[config.mk]
export PLATFORM = sky130hd
export DESIGN_NAME = fp_round_unit
export DESIGN_NICKNAME = d
export VERILOG_FILES = /design/src/rtl/fp_round_pkg.sv /design/src/rtl/round_decide.sv /design/src/rtl/sig_incr.sv /design/src/rtl/exp_pack.sv /design/src/rtl/fp_round_unit.sv
export SDC_FILE = /design/constraint.sdc
export NUM_CORES = 1
export LEC_CHECK = 0
export ABC_CLOCK_PERIOD_IN_PS = 6800
export BUFFER_PORTS_ARGS = -buffer_cell sky130_fd_sc_hd__clkbuf_2
export CAP_MARGIN = 15
export CORE_AREA = 2 2 50 52
export DETAILED_ROUTE_END_ITERATION = 12
export DIE_AREA = 0 0 52 54
export GPL_TIMING_DRIVEN = 0
export PLACE_DENSITY = 0.77
export SLEW_MARGIN = 30
export SYNTH_ARGS = -nofsm -noshare
export SYNTH_HDL_FRONTEND = slang
export SYNTH_SLANG_ARGS = --single-unit
export TNS_END_PERCENT = 10
[constraint.sdc]
create_clock -name vclk -period 6.8
set_input_delay 2.04 -clock vclk [all_inputs]
set_output_delay 2.04 -clock vclk [all_outputs]
set_load 0.03 [all_outputs]
[src/rtl/fp_round_pkg.sv]
// Package: shared rounding-mode encoding for the rounding stage.
package fp_round_pkg;
    typedef enum logic [1:0] {
        RM_NEAR_EVEN = 2'b00,
        RM_TO_ZERO   = 2'b01,
        RM_TO_POS    = 2'b10,
        RM_TO_NEG    = 2'b11
    } rmode_e;
endpackage

[src/rtl/round_decide.sv]
// round_decide: decides whether the significand gets a one-ulp bump.
// Assumes the guard/round/sticky bits sit directly below the significand LSB.
module round_decide
    import fp_round_pkg::*;
(
    input  logic       sign_i,
    input  logic       lsb_i,
    input  logic [2:0] grs_i,
    input  logic [1:0] mode_i,
    output logic       bump_o,
    output logic       inexact_o
);
    logic   g_b, rs_any, any_b;
    rmode_e mode;

    // Split the extra bits and classify the mode.
    always_comb begin
        mode      = rmode_e'(mode_i);
        g_b       = grs_i[2];
        rs_any    = grs_i[1] | grs_i[0];
        any_b     = g_b | rs_any;
        inexact_o = any_b;
    end

    // Select the increment rule for the active mode.
    always_comb begin
        unique case (mode)
            RM_NEAR_EVEN: bump_o = g_b & (rs_any | lsb_i);
            RM_TO_ZERO:   bump_o = 1'b0;
            RM_TO_POS:    bump_o = ~sign_i & any_b;
            RM_TO_NEG:    bump_o = sign_i & any_b;
            default:      bump_o = 1'b0;
        endcase
    end

    // Directed modes never bump a value of the opposite sign.
    always_comb begin
        assert_pos_mode_sign_R4: assert (!(mode_i == 2'b10 && sign_i && bump_o))
            else $error("bump on negative value toward +inf");
        assert_neg_mode_sign_R5: assert (!(mode_i == 2'b11 && !sign_i && bump_o))
            else $error("bump on positive value toward -inf");
    end
endmodule

[src/rtl/sig_incr.sv]
// sig_incr: adds the rounding bump to the significand and renormalizes.
// Assumes the input significand has its leading one set.
module sig_incr #(
    parameter int SIG_W = 24
) (
    input  logic [SIG_W-1:0] sig_i,
    input  logic             bump_i,
    output logic [SIG_W-2:0] frac_o,
    output logic             carry_o
);
    logic [SIG_W:0] sum;

    // Increment the significand and fold a carry back to 1.000...0.
    always_comb begin
        sum     = {1'b0, sig_i} + {{SIG_W{1'b0}}, bump_i};
        carry_o = sum[SIG_W];
        frac_o  = carry_o ? '0 : sum[SIG_W-2:0];
    end

    // A carry can only come from an all-ones significand.
    always_comb begin
        assert_carry_source_R6: assert (!carry_o || (&sig_i))
            else $error("carry from a significand that is not all ones");
    end
endmodule

[src/rtl/exp_pack.sv]
// exp_pack: applies the renormalization carry to the exponent and packs the word.
// Assumes the input exponent is below the reserved all-ones value.
module exp_pack #(
    parameter int EXP_W = 8,
    parameter int MAN_W = 23
) (
    input  logic             sign_i,
    input  logic [EXP_W-1:0] exp_i,
    input  logic             carry_i,
    input  logic [MAN_W-1:0] frac_i,
    output logic [EXP_W+MAN_W:0] result_o,
    output logic             overflow_o
);
    localparam logic [EXP_W-1:0] EXP_MAX = '1;
    logic [EXP_W-1:0] exp_next;

    // Bump the exponent on carry and flag the reserved value.
    always_comb begin
        exp_next   = exp_i + {{(EXP_W-1){1'b0}}, carry_i};
        overflow_o = carry_i && (exp_next == EXP_MAX);
    end

    // Pack sign, exponent and fraction; an overflow becomes signed infinity.
    always_comb begin
        if (overflow_o) result_o = {sign_i, EXP_MAX, {MAN_W{1'b0}}};
        else            result_o = {sign_i, exp_next, frac_i};
    end
endmodule

[src/rtl/fp_round_unit.sv]
// fp_round_unit: combinational four-mode rounding of a normalized significand.
// Assumes exp_i in 1..2^EXP_W-2 and sig_i with its leading one set.
module fp_round_unit #(
    parameter int EXP_W = 8,
    parameter int MAN_W = 23
) (
    input  logic                 sign_i,
    input  logic [EXP_W-1:0]     exp_i,
    input  logic [MAN_W:0]       sig_i,
    input  logic [2:0]           grs_i,
    input  logic [1:0]           mode_i,
    output logic [EXP_W+MAN_W:0] result_o,
    output logic                 inexact_o,
    output logic                 overflow_o
);
    localparam int SIG_W = MAN_W + 1;
    localparam int WORD_W = 1 + EXP_W + MAN_W;

    logic             bump, carry;
    logic [MAN_W-1:0] frac_r;

    round_decide u_decide (
        .sign_i   (sign_i),
        .lsb_i    (sig_i[0]),
        .grs_i    (grs_i),
        .mode_i   (mode_i),
        .bump_o   (bump),
        .inexact_o(inexact_o)
    );

    sig_incr #(.SIG_W(SIG_W)) u_incr (
        .sig_i  (sig_i),
        .bump_i (bump),
        .frac_o (frac_r),
        .carry_o(carry)
    );

    exp_pack #(.EXP_W(EXP_W), .MAN_W(MAN_W)) u_pack (
        .sign_i    (sign_i),
        .exp_i     (exp_i),
        .carry_i   (carry),
        .frac_i    (frac_r),
        .result_o  (result_o),
        .overflow_o(overflow_o)
    );

    // Port-level checks on mode, exactness and overflow behaviour.
    always_comb begin
        assert_no_overflow_R8: assert (!overflow_o ||
                ((&result_o[WORD_W-2:MAN_W]) && (result_o[MAN_W-1:0] == '0)))
            else $error("overflow without infinity encoding");
        assert_trunc_pass_R3: assert (mode_i != 2'b01 ||
                (result_o[WORD_W-2:0] == {exp_i, sig_i[MAN_W-1:0]}))
            else $error("toward-zero result differs from input");
        assert_exact_pass_R7: assert (inexact_o ||
                (result_o[WORD_W-2:0] == {exp_i, sig_i[MAN_W-1:0]}))
            else $error("exact input altered");
        assert_sign_kept_R9: assert (result_o[WORD_W-1] == sign_i)
            else $error("sign not carried to result");
    end
endmodule

==> results of run 1 <==
## critical path, stage by stage
cell and delay, ns:
sky130_fd_sc_hd__buf_6 0.09, sky130_fd_sc_hd__nor2b_4 0.11, sky130_fd_sc_hd__mux2i_1 0.13, sky130_fd_sc_hd__o21ai_1 0.08, sky130_fd_sc_hd__a21oi_1 0.14, sky130_fd_sc_hd__ha_2 0.22
sky130_fd_sc_hd__ha_4 0.13, sky130_fd_sc_hd__nand4_1 0.14, sky130_fd_sc_hd__nor3_4 0.17, sky130_fd_sc_hd__and4bb_2 0.32, sky130_fd_sc_hd__ha_4 0.18, sky130_fd_sc_hd__ha_4 0.18
sky130_fd_sc_hd__xor2_4 0.16, sky130_fd_sc_hd__and3_4 0.19, sky130_fd_sc_hd__and4_4 0.21, sky130_fd_sc_hd__buf_8 0.12
## final timing paths
kind                       from            to  slack [ns]  cells past startpoint
worst max-delay path  mode_i[1]    overflow_o        0.15                     16
worst min-delay path  sig_i[21]  result_o[21]        4.43                      3
## metal layers
metal / vias to the layer above / GRT usage (%)
li1: 584 / -
met1: 496 / 20.3
met2: 51 / 37.6
met3: 2 / 2.22
met4: 0 / 1.32
met5: - / 0
## placed cells by master, fill, tap and decap left out, types with 2 or more instances in the layout
cell,n
sky130_fd_sc_hd__clkbuf_2,69
sky130_fd_sc_hd__nor2_1,14
sky130_fd_sc_hd__buf_4,13
sky130_fd_sc_hd__xnor2_1,12
sky130_fd_sc_hd__nand2_1,10
sky130_fd_sc_hd__xor2_1,8
sky130_fd_sc_hd__nand3_1,8
sky130_fd_sc_hd__nand4_1,7
sky130_fd_sc_hd__nor3_1,4
sky130_fd_sc_hd__nor4_1,4
sky130_fd_sc_hd__inv_1,3
sky130_fd_sc_hd__clkbuf_1,3
sky130_fd_sc_hd__or4_1,3
sky130_fd_sc_hd__ha_4,3
sky130_fd_sc_hd__o21ai_0,2
sky130_fd_sc_hd__o21ai_1,2
sky130_fd_sc_hd__a21oi_1,2
sky130_fd_sc_hd__nor3_4,2
sky130_fd_sc_hd__nand3_4,2
sky130_fd_sc_hd__xor2_4,2
sky130_fd_sc_hd__xnor2_4,2
sky130_fd_sc_hd__o41ai_1,2
sky130_fd_sc_hd__or3_1,2
sky130_fd_sc_hd__nor2b_1,2
## through the flow
stage | hold WS, ns | TNS (ns)
floorplan | 4.16 | -0.108
global placement | 4.42 | -1.32
detailed placement | 4.43 | -1.70
CTS | 4.43 | -0.0374
global route | 4.45 | -0.0228
finish | 4.43 | 0
## power by group through the flow
stage	sequential, uW	clock (uW)	combinational, uW
final	0	0	83.9
after global routing	0	0	90.8
after floorplan	0	0	46.2
after global placement	0	0	78.1
after CTS	0	0	81.8
after detailed placement	0	0	79.7
## timing repair
item	in CTS	in global routing
endpoints found under the setup margin	8	3
hold buffers	0	0
cloned	0	0
resized for setup	5	4
pin swaps	6	9
hold endpoints to repair	0	0
buffers inserted	7	5
## cells by family (layout without fill, tap and decap cells)
kind of cell    Yosys count  count (layout)  share of synthesized area (%)
compound gates           10              10                           8.74
simple gates             67              67                           49.6
xor+xnor                 24              24                           28.2
buf+inv                   9              91                           5.38
mux                       1               1                           1.34
fa+ha+maj                 4               4                           6.72
## final cells by class
type | instances | area [um2] | share of cell area [%]
inverter | 3 | 11.3 | 0.795
multi-input combinational | 106 | 882 | 62.3
buffer | 5 | 23.8 | 1.68
tap | 30 | 37.5 | 2.65
timing repair buffer | 83 | 462 | 32.6
==> out/summary.log, run 1 <==
[routing] Routed WL per cell 11.3 um
[timing] worst-margin pin slew 0.428 ns
[synthesis] proportion of synthesized chip area in sequential cells 0%
[power_and_ir_drop] switching fraction of total power 63.3%
[die] initial cell density of the core 32.1%
[final_layout] Post-Layout Inst Area 1420 um2
[worst_setup_path] type of destination of the critical path output port
[routing] wire length on met1 991 um
[placed_design] worst slack at placement -0.497 ns
[power_and_ir_drop] worst supply voltage drop on vdd 0.0387 mV
[routing] routed wl met3 208 um
[power_and_ir_drop] Clock Power Share 0%
[final_layout] share of post-route cells with drive strength above 1 53.3%
[placed_design] weighted congestion reported at the end of routability-driven placement 0.825
[final_layout] sequential standard cell area 0 um2
[synthesis] Post-Syn Instances 115
[worst_setup_path] data arrival at the endpoint of the critical path 4.61 ns
[power_and_ir_drop] sequential cell fraction of total power 0%
[routing] wire length reported by the detailed router 2550 um
[worst_setup_path] data required time of the worst path 4.76 ns
[final_layout] synthesis-to-finish area growth 90.3%
[routing] DRC 0
[timing] number of pins exceeding their max-slew limit in the final report 0
[die] Core Box Area 2320 um2
[routing] met2 routed WL 1340 um
[synthesis] portion of synthesized cell area occupied by the leading cell type 16.5%
[final_layout] sequential cell count 0
[routing] number of violations reported at the end of detailed-routing iteration 0 14
[placed_design] placed instance count 216
[power_and_ir_drop] part of the power in combinational logic 100.0%
[synthesis] synthesized area per cell 6.47 um2
[die] number of rows created at floorplan 18
[synthesis] synthesized area 744 um2
[timing] Max Fclk 150 MHz
[synthesis] Cell variety after synth 29
[final_layout] fill count 211
[die] die area 2810 um2
[final_layout] number of clock-tree buffers in the layout 0
[timing] worst rel slew slack 71.1%
[grt] via count of the first global-routing pass 1,067
[synthesis] synth top area cells sky130_fd_sc_hd__xnor2_1, sky130_fd_sc_hd__xor2_1, sky130_fd_sc_hd__nor2_1
[worst_hold_path] type of the worst min-delay path in -> out
[grt] antenna violations before repair 0
[die] floorplan die height 54 um
[status] status complete, no violations
[worst_setup_path] Setup CP Type in -> out
[worst_setup_path] kind of start point of the critical path input pin
[placed_design] count of buffers inserted at the top-level ports 71
[timing] final critical-path setup slack 0.152 ns
[synthesis] top post-synthesis cells by count sky130_fd_sc_hd__nor2_1, sky130_fd_sc_hd__xnor2_1, sky130_fd_sc_hd__nand2_1, sky130_fd_sc_hd__nand3_1, sky130_fd_sc_hd__xor2_1
[die] Horiz. Die Dim 52 um
[power_and_ir_drop] standby leakage power 0.000661 uW
[timing] fraction of the cycle the final worst path needs 97.8%
[final_layout] Ant. Diodes 0
[final_layout] final layout net count 241
[final_layout] fin cells 227
[flow_run] max-cap violation count 0
[grt] pin count of the biggest net entering global routing 10
[timing] min Tclk post-route 6.65 ns
[power_and_ir_drop] power density cells 59.3 nW/um2
[grt] GRT Residual Overflow 0
[synthesis] Synthesized Nets 157
[routing] DRT antenna net count 0
[final_layout] utilization after layout 61.1%
[grt] first-pass GRT wire length 4130 um
[grt] total global routing track utilization 18.2%
[power_and_ir_drop] P_int 30.8 uW
[timing] Hold Violations, Final 0
[routing] via count 1,133
[power_and_ir_drop] Design Power 83.9 uW
[routing] highest metal layer used by the detailed router met4
[worst_setup_path] maximum fanout count along the critical path 3
[routing] Initial DRT Pass Iterations 4
[placed_design] half-perimeter wire length after placement 2160 um
[placed_design] dpl cell area 1290 um2
[timing] number of endpoints failing setup at the final stage 0
[routing] average vias per placed instance 4.99
[die] I/O pin count 72
[power_and_ir_drop] Net Sw Power 53.1 uW
[synthesis] yosys warns 0
[synthesis] leading area contributor after synthesis sky130_fd_sc_hd__xnor2_1
No activity file was read; power rests on OpenSTA's default activity.
==> inputs of run 2 (changes only) <==
--- a/config.mk
+++ b/config.mk
@@ -5,14 +5,14 @@
 export SDC_FILE = /design/constraint.sdc
 export NUM_CORES = 1
 export LEC_CHECK = 0
-export ABC_CLOCK_PERIOD_IN_PS = 6800
+export ABC_CLOCK_PERIOD_IN_PS = 6700
 export BUFFER_PORTS_ARGS = -buffer_cell sky130_fd_sc_hd__clkbuf_2
 export CAP_MARGIN = 15
-export CORE_AREA = 2 2 50 52
+export CORE_AREA = 2 2 47 49
 export DETAILED_ROUTE_END_ITERATION = 12
-export DIE_AREA = 0 0 52 54
+export DIE_AREA = 0 0 49 51
 export GPL_TIMING_DRIVEN = 0
-export PLACE_DENSITY = 0.77
+export PLACE_DENSITY = 0.83
 export SLEW_MARGIN = 30
 export SYNTH_ARGS = -nofsm -noshare
 export SYNTH_HDL_FRONTEND = slang
==> constraint.sdc (replaced) <==
create_clock -name vclk -period 6.7
set_input_delay 2.01 -clock vclk [all_inputs]
set_output_delay 2.01 -clock vclk [all_outputs]
set_load 0.03 [all_outputs]
==> run 2 against run 1 <==
Compared with the run above: non-clock buffer count shrank 1; cell count shrank 1.3%; combinational power grew 1%; count of clock-buffer cells in the layout is the same; sequential cell count is the same; sequential share of layout area is the same; hold slack lost 0.062 ns; global-route usage grew 1.9 points; critical path depth is the same; utilization grew 7.2 points; final area shrank 0.62%.
==> out/summary.log, run 2 (synthesized netlist as in run 1, its figures left out) <==
[status] status complete, no violations
[worst_setup_path] Worst setup startpoint mode_i[1]
[timing] fraction of the cycle the final worst path needs 99.1%
[worst_setup_path] Worst path depth 16
[flow_run] max-cap violation count 0
[power_and_ir_drop] part of the power in combinational logic 100.0%
[timing] min Tclk post-route 6.64 ns
[grt] antenna violations before repair 0
[routing] DRC 0
[timing] Max Fclk 151 MHz
[placed_design] placed instance count 214
[power_and_ir_drop] sequential cell fraction of total power 0%
[worst_setup_path] type of destination of the critical path output port
[worst_setup_path] Setup CP Type in -> out
[routing] Routed WL per cell 11.8 um
[power_and_ir_drop] Design Power 85.0 uW
[die] floorplan die height 51 um
[worst_setup_path] crit-path leading delay family simple AND/OR/NAND/NOR gates
[worst_setup_path] data arrival at the endpoint of the critical path 4.63 ns
[final_layout] share of post-route cells with drive strength above 1 52.6%
[timing] worst rel slew slack 75.0%
[final_layout] number of clock-tree buffers in the layout 0
[grt] total global routing track utilization 20.1%
[worst_setup_path] Worst Path Buf+Inv 2
[final_layout] final layout net count 240
[final_layout] leading cell type in the layout, fill and taps excluded sky130_fd_sc_hd__clkbuf_2
[final_layout] leading cell types in the layout, fill and taps excluded sky130_fd_sc_hd__clkbuf_2, sky130_fd_sc_hd__nor2_1, sky130_fd_sc_hd__xnor2_1, sky130_fd_sc_hd__buf_4, sky130_fd_sc_hd__nand2_1
[final_layout] Ant. Diodes 0
[worst_setup_path] maximum fanout count along the critical path 3
[worst_setup_path] kind of start point of the critical path input pin
[final_layout] fin cells 224
[timing] summed negative setup slack over all endpoints 0 ns
[timing] RSZ-0062 raised after global routing yes
[final_layout] fill count 194
[worst_setup_path] Critical Path Max Stage Delay 0.31 ns
[power_and_ir_drop] worst supply voltage drop on vdd 0.0450 mV
[final_layout] Post-Layout Inst Area 1410 um2
[final_layout] sequential cell count 0
[grt] GRT Residual Overflow 0
[grt] via count of the first global-routing pass 1,083
[worst_setup_path] cells along the critical path buf_6, nor2b_4, mux2i_1, o21ai_1, a21oi_1, ha_2, ha_4, nand4_1, nor3_4, and4bb_2, ha_4, nand3_4, nor3_4, xor2_4, and4_4, buf_8
[placed_design] half-perimeter wire length after placement 2080 um
[die] number of rows created at floorplan 17
[placed_design] weighted congestion reported at the end of routability-driven placement 0.771
[worst_setup_path] Setup crit end overflow_o
[power_and_ir_drop] power density cells 60.4 nW/um2
[timing] number of endpoints failing setup at the final stage 0
[placed_design] dpl cell area 1290 um2
[timing] worst-margin pin slew 0.370 ns
[timing] Hold Violations, Final 0
[die] I/O pin count 72
[routing] via count 1,148
[routing] wire length reported by the detailed router 2640 um
[worst_setup_path] data required time of the worst path 4.69 ns
[power_and_ir_drop] Net Sw Power 54.1 uW
[final_layout] synthesis-to-finish area growth 89.1%
[power_and_ir_drop] P_int 30.9 uW
[power_and_ir_drop] Clock Power Share 0%
[worst_hold_path] type of the worst min-delay path in -> out
[routing] average vias per placed instance 5.13
[final_layout] sequential standard cell area 0 um2
[routing] number of violations reported at the end of detailed-routing iteration 0 14
[routing] DRT antenna net count 0
[die] die area 2500 um2
[die] Core Box Area 2060 um2
[power_and_ir_drop] standby leakage power 0.000661 uW
[routing] Initial DRT Pass Iterations 4
[grt] first-pass GRT wire length 4220 um
[placed_design] count of buffers inserted at the top-level ports 71
[power_and_ir_drop] switching fraction of total power 63.7%
[worst_setup_path] cell type of the slowest stage on the worst timing path sky130_fd_sc_hd__and4bb_2
[grt] pin count of the biggest net entering global routing 10
[die] Horiz. Die Dim 49 um
[cts] CTS hold repair buffers 0
[timing] number of pins exceeding their max-slew limit in the final report 0
[die] initial cell density of the core 36.1%
==> run 2: cell types whose count changed in the layout (fill, tap and decap cells not counted), sizes merged <==
cell,before,now
clkbuf,72,71
==> run 2: power by group through the flow <==
stage          Combinational (uW)  Clock [uW]  Sequential, uW
6_report                     85.0           0               0
5_1_grt                      91.2           0               0
4_1_cts                      83.2           0               0
3_5_place_dp                 80.9           0               0
3_3_place_gp                 79.3           0               0
2_1_floorplan                46.9           0               0
==> run 2: per-stage QoR <==
step,setup slack [ns],utilization (%),hold WS [ns]
after floorplan,-0.148,-,4.10
after global placement,-0.487,62.6,4.36
after detailed placement,-0.565,62.6,4.36
after CTS,-0.0922,66.4,4.36
after global routing,-0.168,68.2,4.40
final,0.0584,68.2,4.36
==> run 2: how the worst min path moves through the flow <==
stage	startpoint	endpoint	slack, ns	depth (start not counted)
after floorplan	exp_i[2]	result_o[25]	4.10	1
after CTS	sig_i[21]	result_o[21]	4.36	3
after detailed placement	sig_i[21]	result_o[21]	4.36	3
final	sig_i[21]	result_o[21]	4.36	3
after global routing	sig_i[10]	result_o[10]	4.40	3
after global placement	sig_i[21]	result_o[21]	4.36	3
==> run 2: cell type report <==
class | count | area (um2) | share of cell area (%)
multi-input combinational | 106 | 877 | 62.3
timing repair buffer | 82 | 460 | 32.7
tap | 28 | 35.0 | 2.49
buffer | 5 | 23.8 | 1.69
inverter | 3 | 11.3 | 0.800
==> run 2: what timing repair did <==
action | 4_1_cts | 5_1_grt
gates resized for setup | 6 | 6
endpoints found under the setup margin | 8 | 6
pin swaps | 6 | 8
buffers inserted | 7 | 4
==> run 2: routing by layer <==
metal	track usage, %	vias up	part of all wire (%)
li1	-	583	-
met1	19.9	516	38
met2	45.2	49	56
met3	1.75	0	5.4
met4	2.38	0	0
met5	0	-	0
